===== src/rtl/bcm_pkg.sv =====
package bcm_pkg;

   typedef enum logic {
      PH_DATA = 1'b0,
      PH_CLR  = 1'b1
   } bcm_phase_e;

   // End count of a data cycle: shift allowance + correction + weighted base
   function automatic int unsigned bcm_data_end(input int unsigned shift_tick,
                                                input int unsigned corr,
                                                input int unsigned base,
                                                input int unsigned bit_idx);
      return shift_tick + corr + (base << bit_idx);
   endfunction

endpackage


===== src/rtl/bcm_planes.sv =====
module bcm_planes #(
   parameter int unsigned NCH    = 32,
   parameter int unsigned IN_W   = 16,
   parameter int unsigned DEPTH  = 14,
   parameter int unsigned ADDR_W = 5,
   parameter int unsigned IDX_W  = 4
) (
   input  logic              clk,
   input  logic              rst_n,
   input  logic              wr_en,
   input  logic [ADDR_W-1:0] wr_addr,
   input  logic [IN_W-1:0]   wr_data,
   input  logic              load,
   input  logic [IDX_W-1:0]  rd_idx,
   output logic [NCH-1:0]    rd_word
);

   localparam int unsigned DROP = IN_W - DEPTH;

   logic [DEPTH-1:0] shadow_q [NCH];
   logic [NCH-1:0]   plane_nx [DEPTH];
   logic [NCH-1:0]   plane_q  [DEPTH];

   // shadow array: only the kept upper bits are stored
   for (genvar c = 0; c < NCH; c++) begin : g_shadow
      always_ff @(posedge clk or negedge rst_n) begin
         if (!rst_n) begin
            shadow_q[c] <= '0;
         end else if (wr_en && (wr_addr == ADDR_W'(c))) begin
            shadow_q[c] <= wr_data[IN_W-1:DROP];
         end
      end
   end

   // transpose: plane p collects bit p of every channel
   for (genvar p = 0; p < DEPTH; p++) begin : g_plane
      for (genvar c = 0; c < NCH; c++) begin : g_bit
         assign plane_nx[p][c] = shadow_q[c][p];
      end

      always_ff @(posedge clk or negedge rst_n) begin
         if (!rst_n) begin
            plane_q[p] <= '0;
         end else if (load) begin
            plane_q[p] <= plane_nx[p];
         end
      end
   end

   assign rd_word = plane_q[rd_idx];

endmodule


===== src/rtl/bcm_seq.sv =====
module bcm_seq
   import bcm_pkg::*;
#(
   parameter int unsigned DEPTH      = 14,
   parameter int unsigned SHIFT_TICK = 120,
   parameter int unsigned CORR       = 2,
   parameter int unsigned BASE       = 4,
   parameter int unsigned RST_LEN    = 40,
   parameter int unsigned CLR_TICK   = 1,
   parameter int unsigned DEAD       = 1,
   parameter int unsigned CNT_W      = 16,
   parameter int unsigned IDX_W      = 4
) (
   input  logic             clk,
   input  logic             rst_n,
   output logic             start,
   output logic             at_cmp,
   output logic             frame_wrap,
   output logic             latch,
   output logic             blank,
   output logic [IDX_W-1:0] idx
);

   localparam logic [CNT_W-1:0] RST_END  = CNT_W'(RST_LEN);
   localparam logic [CNT_W-1:0] CMP_DATA = CNT_W'(SHIFT_TICK);
   localparam logic [CNT_W-1:0] CMP_CLR  = CNT_W'(CLR_TICK);
   localparam logic [IDX_W-1:0] LAST_IDX = IDX_W'(DEPTH - 1);
   localparam logic [CNT_W:0]   DEAD_EXT = (CNT_W+1)'(DEAD);

   logic [CNT_W-1:0] end_tbl [DEPTH];

   for (genvar i = 0; i < DEPTH; i++) begin : g_tbl
      assign end_tbl[i] = CNT_W'(bcm_data_end(SHIFT_TICK, CORR, BASE, i));
   end

   logic [CNT_W-1:0] cnt_q, end_q, cmp_q;
   bcm_phase_e       phase_q;
   logic [IDX_W-1:0] idx_q, idx_nx;
   logic             roll;

   assign roll = (cnt_q == end_q);

   always_comb begin
      idx_nx = idx_q;
      if (phase_q == PH_CLR) begin
         idx_nx = (idx_q == LAST_IDX) ? '0 : idx_q + 1'b1;
      end
   end

   // end count and compare are preloaded and take effect on rollover only
   always_ff @(posedge clk or negedge rst_n) begin
      if (!rst_n) begin
         cnt_q   <= '0;
         end_q   <= end_tbl[0];
         cmp_q   <= CMP_DATA;
         phase_q <= PH_DATA;
         idx_q   <= '0;
      end else if (roll) begin
         cnt_q <= '0;
         idx_q <= idx_nx;
         if (phase_q == PH_DATA) begin
            phase_q <= PH_CLR;
            end_q   <= RST_END;
            cmp_q   <= CMP_CLR;
         end else begin
            phase_q <= PH_DATA;
            end_q   <= end_tbl[idx_nx];
            cmp_q   <= CMP_DATA;
         end
      end else begin
         cnt_q <= cnt_q + 1'b1;
      end
   end

   // one compare channel drives the complementary pair with a dead gap
   assign blank      = (cnt_q < cmp_q);
   assign latch      = ({1'b0, cnt_q} >= ({1'b0, cmp_q} + DEAD_EXT));
   assign start      = (phase_q == PH_DATA) && (cnt_q == '0);
   assign at_cmp     = (phase_q == PH_DATA) && (cnt_q == cmp_q);
   assign frame_wrap = roll && (phase_q == PH_CLR) && (idx_q == LAST_IDX);
   assign idx        = idx_q;

endmodule


===== src/rtl/bcm_shifter.sv =====
module bcm_shifter #(
   parameter int unsigned NCH    = 32,
   parameter int unsigned HALF_W = 16,
   parameter int unsigned POS_W  = 5
) (
   input  logic           clk,
   input  logic           rst_n,
   input  logic           start,
   input  logic [NCH-1:0] word,
   output logic           ser_clk,
   output logic           ser_dat,
   output logic           busy
);

   localparam logic [POS_W-1:0] LAST_POS = POS_W'(NCH - 1);

   logic [NCH-1:0]   word_q;
   logic [POS_W-1:0] pos_q;
   logic [POS_W-1:0] sel;
   logic             clk_q, busy_q;

   // serial position -> word bit: halves low first, MSB first inside a half
   always_comb begin
      int unsigned p;
      p   = int'(pos_q);
      sel = POS_W'((p / HALF_W) * HALF_W + (HALF_W - 1 - (p % HALF_W)));
   end

   always_ff @(posedge clk or negedge rst_n) begin
      if (!rst_n) begin
         word_q <= '0;
         pos_q  <= '0;
         clk_q  <= 1'b0;
         busy_q <= 1'b0;
      end else if (start) begin
         word_q <= word;
         pos_q  <= '0;
         clk_q  <= 1'b0;
         busy_q <= 1'b1;
      end else if (busy_q) begin
         if (!clk_q) begin
            clk_q <= 1'b1;
         end else begin
            clk_q <= 1'b0;
            if (pos_q == LAST_POS) begin
               busy_q <= 1'b0;
            end else begin
               pos_q <= pos_q + 1'b1;
            end
         end
      end
   end

   assign ser_clk = clk_q;
   assign ser_dat = busy_q & word_q[sel];
   assign busy    = busy_q;

endmodule


===== src/rtl/bcm_driver.sv =====
module bcm_driver
   import bcm_pkg::*;
#(
   parameter int unsigned NCH        = 32,
   parameter int unsigned IN_W       = 16,
   parameter int unsigned DEPTH      = 14,
   parameter int unsigned HALF_W     = 16,
   parameter int unsigned SHIFT_TICK = 120,
   parameter int unsigned CORR       = 2,
   parameter int unsigned BASE       = 4,
   parameter int unsigned RST_LEN    = 40,
   parameter int unsigned CLR_TICK   = 1,
   parameter int unsigned DEAD       = 1,
   localparam int unsigned ADDR_W    = $clog2(NCH),
   localparam int unsigned IDX_W     = (DEPTH > 1) ? $clog2(DEPTH) : 1,
   localparam int unsigned POS_W     = $clog2(NCH),
   localparam int unsigned END_MAX   = bcm_data_end(SHIFT_TICK, CORR, BASE, DEPTH - 1),
   localparam int unsigned CNT_MAX   = (END_MAX > RST_LEN) ? END_MAX : RST_LEN,
   localparam int unsigned CNT_W     = $clog2(CNT_MAX + 1)
) (
   input  logic              clk,
   input  logic              rst_n,
   input  logic              wr_en,
   input  logic [ADDR_W-1:0] wr_addr,
   input  logic [IN_W-1:0]   wr_data,
   output logic              ser_clk,
   output logic              ser_dat,
   output logic              latch,
   output logic              blank,
   output logic              overrun
);

   // elaboration-time parameter checks
   if (NCH < 2) begin : g_bad_nch
      $error("bcm_driver: NCH must be at least 2");
   end
   if (DEPTH > IN_W) begin : g_bad_depth
      $error("bcm_driver: DEPTH must not exceed IN_W");
   end
   if ((NCH % HALF_W) != 0) begin : g_bad_half
      $error("bcm_driver: NCH must be a multiple of HALF_W");
   end
   if (DEAD < 1) begin : g_bad_dead
      $error("bcm_driver: DEAD must be at least 1");
   end
   if ((CLR_TICK + DEAD) > RST_LEN) begin : g_bad_clr
      $error("bcm_driver: clear compare plus dead time exceeds RST_LEN");
   end
   if ((SHIFT_TICK + DEAD) > bcm_data_end(SHIFT_TICK, CORR, BASE, 0)) begin : g_bad_data
      $error("bcm_driver: strobe point lies beyond the shortest data cycle");
   end

   logic             start, at_cmp, frame_wrap, shift_busy;
   logic [IDX_W-1:0] idx;
   logic [NCH-1:0]   plane_word;
   logic             overrun_q;

   bcm_seq #(
      .DEPTH     (DEPTH),
      .SHIFT_TICK(SHIFT_TICK),
      .CORR      (CORR),
      .BASE      (BASE),
      .RST_LEN   (RST_LEN),
      .CLR_TICK  (CLR_TICK),
      .DEAD      (DEAD),
      .CNT_W     (CNT_W),
      .IDX_W     (IDX_W)
   ) seq_i (
      .clk       (clk),
      .rst_n     (rst_n),
      .start     (start),
      .at_cmp    (at_cmp),
      .frame_wrap(frame_wrap),
      .latch     (latch),
      .blank     (blank),
      .idx       (idx)
   );

   bcm_planes #(
      .NCH   (NCH),
      .IN_W  (IN_W),
      .DEPTH (DEPTH),
      .ADDR_W(ADDR_W),
      .IDX_W (IDX_W)
   ) planes_i (
      .clk    (clk),
      .rst_n  (rst_n),
      .wr_en  (wr_en),
      .wr_addr(wr_addr),
      .wr_data(wr_data),
      .load   (frame_wrap),
      .rd_idx (idx),
      .rd_word(plane_word)
   );

   bcm_shifter #(
      .NCH   (NCH),
      .HALF_W(HALF_W),
      .POS_W (POS_W)
   ) shift_i (
      .clk    (clk),
      .rst_n  (rst_n),
      .start  (start),
      .word   (plane_word),
      .ser_clk(ser_clk),
      .ser_dat(ser_dat),
      .busy   (shift_busy)
   );

   always_ff @(posedge clk or negedge rst_n) begin
      if (!rst_n) begin
         overrun_q <= 1'b0;
      end else if (shift_busy && (start || at_cmp)) begin
         overrun_q <= 1'b1;
      end
   end

   assign overrun = overrun_q;

endmodule


===== config.mk =====
export PLATFORM = sky130hd
export DESIGN_NAME = bcm_driver
export DESIGN_NICKNAME = d
export VERILOG_FILES = /design/src/rtl/bcm_pkg.sv /design/src/rtl/bcm_planes.sv /design/src/rtl/bcm_seq.sv /design/src/rtl/bcm_shifter.sv /design/src/rtl/bcm_driver.sv
export SDC_FILE = /design/constraint.sdc
export NUM_CORES = 1
export LEC_CHECK = 0
export BUFFER_PORTS_ARGS = -buffer_cell sky130_fd_sc_hd__buf_2
export CAP_MARGIN = 20
export CORE_MARGIN = 10
export CORE_UTILIZATION = 55
export CTS_CLUSTER_DIAMETER = 40
export DETAILED_ROUTE_END_ITERATION = 8
export HOLD_SLACK_MARGIN = 0.1
export PLACE_DENSITY = 0.74
export SKIP_CTS_REPAIR_TIMING = 1
export SLEW_MARGIN = 40
export SYNTH_ARGS = -nofsm -noshare
export SYNTH_HDL_FRONTEND = slang
export SYNTH_SLANG_ARGS = --single-unit
export TNS_END_PERCENT = 50

===== constraint.sdc =====
create_clock -name clk -period 5.1 [get_ports clk]
set_input_delay 0.765 -clock clk [delete_from_list [all_inputs] [get_ports clk]]
set_output_delay 0.765 -clock clk [all_outputs]
set_load 0.01 [all_outputs]

==> results.py <==
metrics = {
    "sta": {
        "clock_skew_ps": 30.5,
        "fin_crit_ps": 3980,
        "grt_setup_unrepaired": "false",
        "period_share_pct": 77.9,
        "hold_violations": 0,
        "maxSlewViolCount": 0,
        "tns_ps": 0,
        "holdWs_ps": 110,
        "worstMarginPinSlew_ps": 827,
        "max_freq_mhz": 252,
        "slew-limit-headroom_pct": 44.7,
        "setup_violations": 0,
    },
    "layout": {
        "syn_to_final_growth_pct": 14.5,
        "final_common_cell": "dfrtp_1",
        "final_cell_mix": "962 x dfrtp_1, 899 x mux2_2, 137 x clkbuf_16, 105 x mux4_2, 78 x nor2_1",
        "layout.nets": 2684,
        "instances_no_fill": 3711,
        "drive_gt1_share_pct": 49.6,
        "fill_cells": 5034,
    },
    "logic_synthesis": {
        "syn_avg_cell_area_um2": 15.5,
        "yosys_warnings": 0,
        "synth-edff-count": 0,
        "synthArstFlopShare_pct": 100,
        "syn_nets": 2670,
        "syn_inst": 2631,
        "ys_types": 43,
        "synth_seq_area_share_pct": 59.7,
        "mappedNetlistArea_mm2": 0.0408,
        "synth_seq_cells": 972,
        "synthFlopType": "dfrtp_1",
    },
    "grt": {
        "grt_pass1_vias": 24200,
        "grt_pass1_wl_mm": 139,
        "antenna_found_initial": 2,
        "grt_max_degree": 143,
        "track_usage_pct": 20.8,
        "grt_overflow": 0,
    },
    "clocking": {
        "cts_tree": "built",
        "cts_root_buf": "clkbuf_16",
        "h-tree-depth": 4,
        "clk_latency_ps": 710,
        "clock-sinks": 972,
        "cts_buffers": 131,
        "cts.path.max_buffers": 3,
        "clkTransAtPathRegs_ps": 50,
    },
    "worst_setup_path": {
        "path_cells": "mux4_2 > mux4_2 > nor2_1 > a21oi_1 > and3_1 > buf_2",
        "endpoint_kind": "output pin",
        "worstPathArrival_ps": 3210,
        "crit_top_cell": "mux4_2",
        "crit_type": "reg -> out",
        "cp.required_ps": 4340,
        "cp_top_family": "multiplexers",
        "slowest_delay_ps": 830,
        "cp_max_fo": 11,
        "startpoint_type": "flop",
        "cp_slowest_cell": "dfrtp_1",
        "crit_buf_inv": 1,
    },
    "detailed_routing": {
        "via_per_inst": 5.97,
        "route.vias.total": 22100,
        "routedWlPerCell_um": 23.7,
        "dr.pass1.iters": 5,
        "drtAntennaViolNets": 0,
        "totalWireLength_mm": 87.9,
        "drc": 0,
        "drt-initial-drc-count": 1375,
    },
    "die": {
        "die_w_um": 292,
        "initial_core_util_pct": 55.7,
        "ios": 29,
        "dieArea_mm2": 0.0854,
        "coreArea_mm2": 0.0732,
        "rows": 99,
        "die_y_um": 292,
    },
    "placement": {
        "gp_congestion": 0.783,
        "place_inst": 3469,
        "io_buffers": 26,
        "hpwl_mm": 47.9,
    },
    "flow_run": {
        "drv_cap": 0,
    },
    "status": {
        "outcome": "completed",
    },
    "power_and_ir_drop": {
        "peakVddDrop_uv": 390,
        "leakage_uw": 0.0221,
        "power.density_mw_per_mm2": 418,
    },
    "hold_path": {
        "min_path_type": "in -> async",
    },
}
-- state kept, by name (all words and copies together) (netlist names) --
register and cells:
planes_i.plane_nx 448, planes_i.plane_q 448, shift_i.word_q 32, shift_i.busy 1, shift_i.ser_clk 1, seq_i.cnt_q 16
seq_i.cmp_q 2, seq_i.idx 4, overrun 1, seq_i.end_q 14, shift_i.pos_q 5
-- report_power, final --
group	total (uW)	internal, uW	switching [uW]
Sequential	8740	8410	333
Combinational	1000	540	465
Clock	9780	6310	3470
Total	19500	15300	4260
-- metrics by stage --
step	setup WS (ps)	area (um^2)	total power, uW	utilization [%]
6_report	1120	46700	19500	63.8
3_3_place_gp	1800	41700	9740	57.0
4_1_cts	1080	46600	19700	63.7
3_5_place_dp	1850	41900	9890	57.2
5_1_grt	1010	46700	20200	63.8
2_1_floorplan	2180	40800	9410	-
-- routing by layer --
| metal | global-route usage, % | routed length, um | vias to the layer above | share of wire, % |
|---|---|---|---|---|
| li1 | - | - | 9545 | - |
| met1 | 27.6 | 38600 | 12100 | 44 |
| met2 | 34.5 | 43900 | 368 | 50 |
| met3 | 3.25 | 3120 | 149 | 3.5 |
| met4 | 7.63 | 2250 | 0 | 2.6 |
| met5 | 0 | 0 | - | 0 |
-- logic make-up after synthesis --
group / Yosys count / synth area share [%]
xor+xnor: 38 / 0.817
buf+inv: 207 / 2.35
flops: 972 / 59.7
simple gates: 226 / 2.54
compound gates: 101 / 1.82
fa+ha+maj: 15 / 0.460
mux: 1072 / 32.3
-- worst paths after layout --
kind	from	end	slack, ps	depth (start not counted)
worst max register to register	seq_i.cnt_q[8]	planes_i.plane_q[346]	1950	7
worst min register to register	planes_i.plane_nx[405]	planes_i.plane_q[405]	490	1
min in group clk	planes_i.plane_nx[405]	planes_i.plane_q[405]	490	1
worst min-delay path	rst_n	planes_i.plane_nx[420]	110	1
worst max-delay path	shift_i.pos_q[0]	ser_dat	1120	6
max in group asynchronous	rst_n	planes_i.plane_nx[231]	3720	2
-- cell type report --
type	instances	area [um^2]	area share, %
antenna	1	2.50	0.00536
clock buffer	167	3710	7.95
clock inverter	72	1070	2.29
inverter	16	60.1	0.129
multi-input combinational	1452	15600	33.4
sequential	972	24300	52.2
tap	959	1200	2.57
timing repair buffer	72	709	1.52
-- synthesized netlist by cell type, drive strengths merged, types with 2 or more instances --
master,number,area share (%)
a21o,4,0.074
mux2,900,25
a31oi,2,0.031
and2,2,0.031
or2,4,0.061
xor2,11,0.24
dfrtp,966,59
nor4,6,0.11
nor3b,3,0.055
o21ai,12,0.15
o221a,32,0.88
inv,16,0.15
nor2,85,0.78
a21oi,43,0.53
nor2b,7,0.11
buf,82,1.2
nand2,66,0.61
nor3,9,0.11
mux4,105,5.8
nand2b,6,0.092
ha,15,0.46
clkbuf,109,1.0
dfstp,6,0.39
nand4,14,0.21
nand3,17,0.21
mux2i,67,1.6
xnor2,27,0.58
or3,2,0.031
and3,3,0.046
Power figures use the tool's default switching activity.
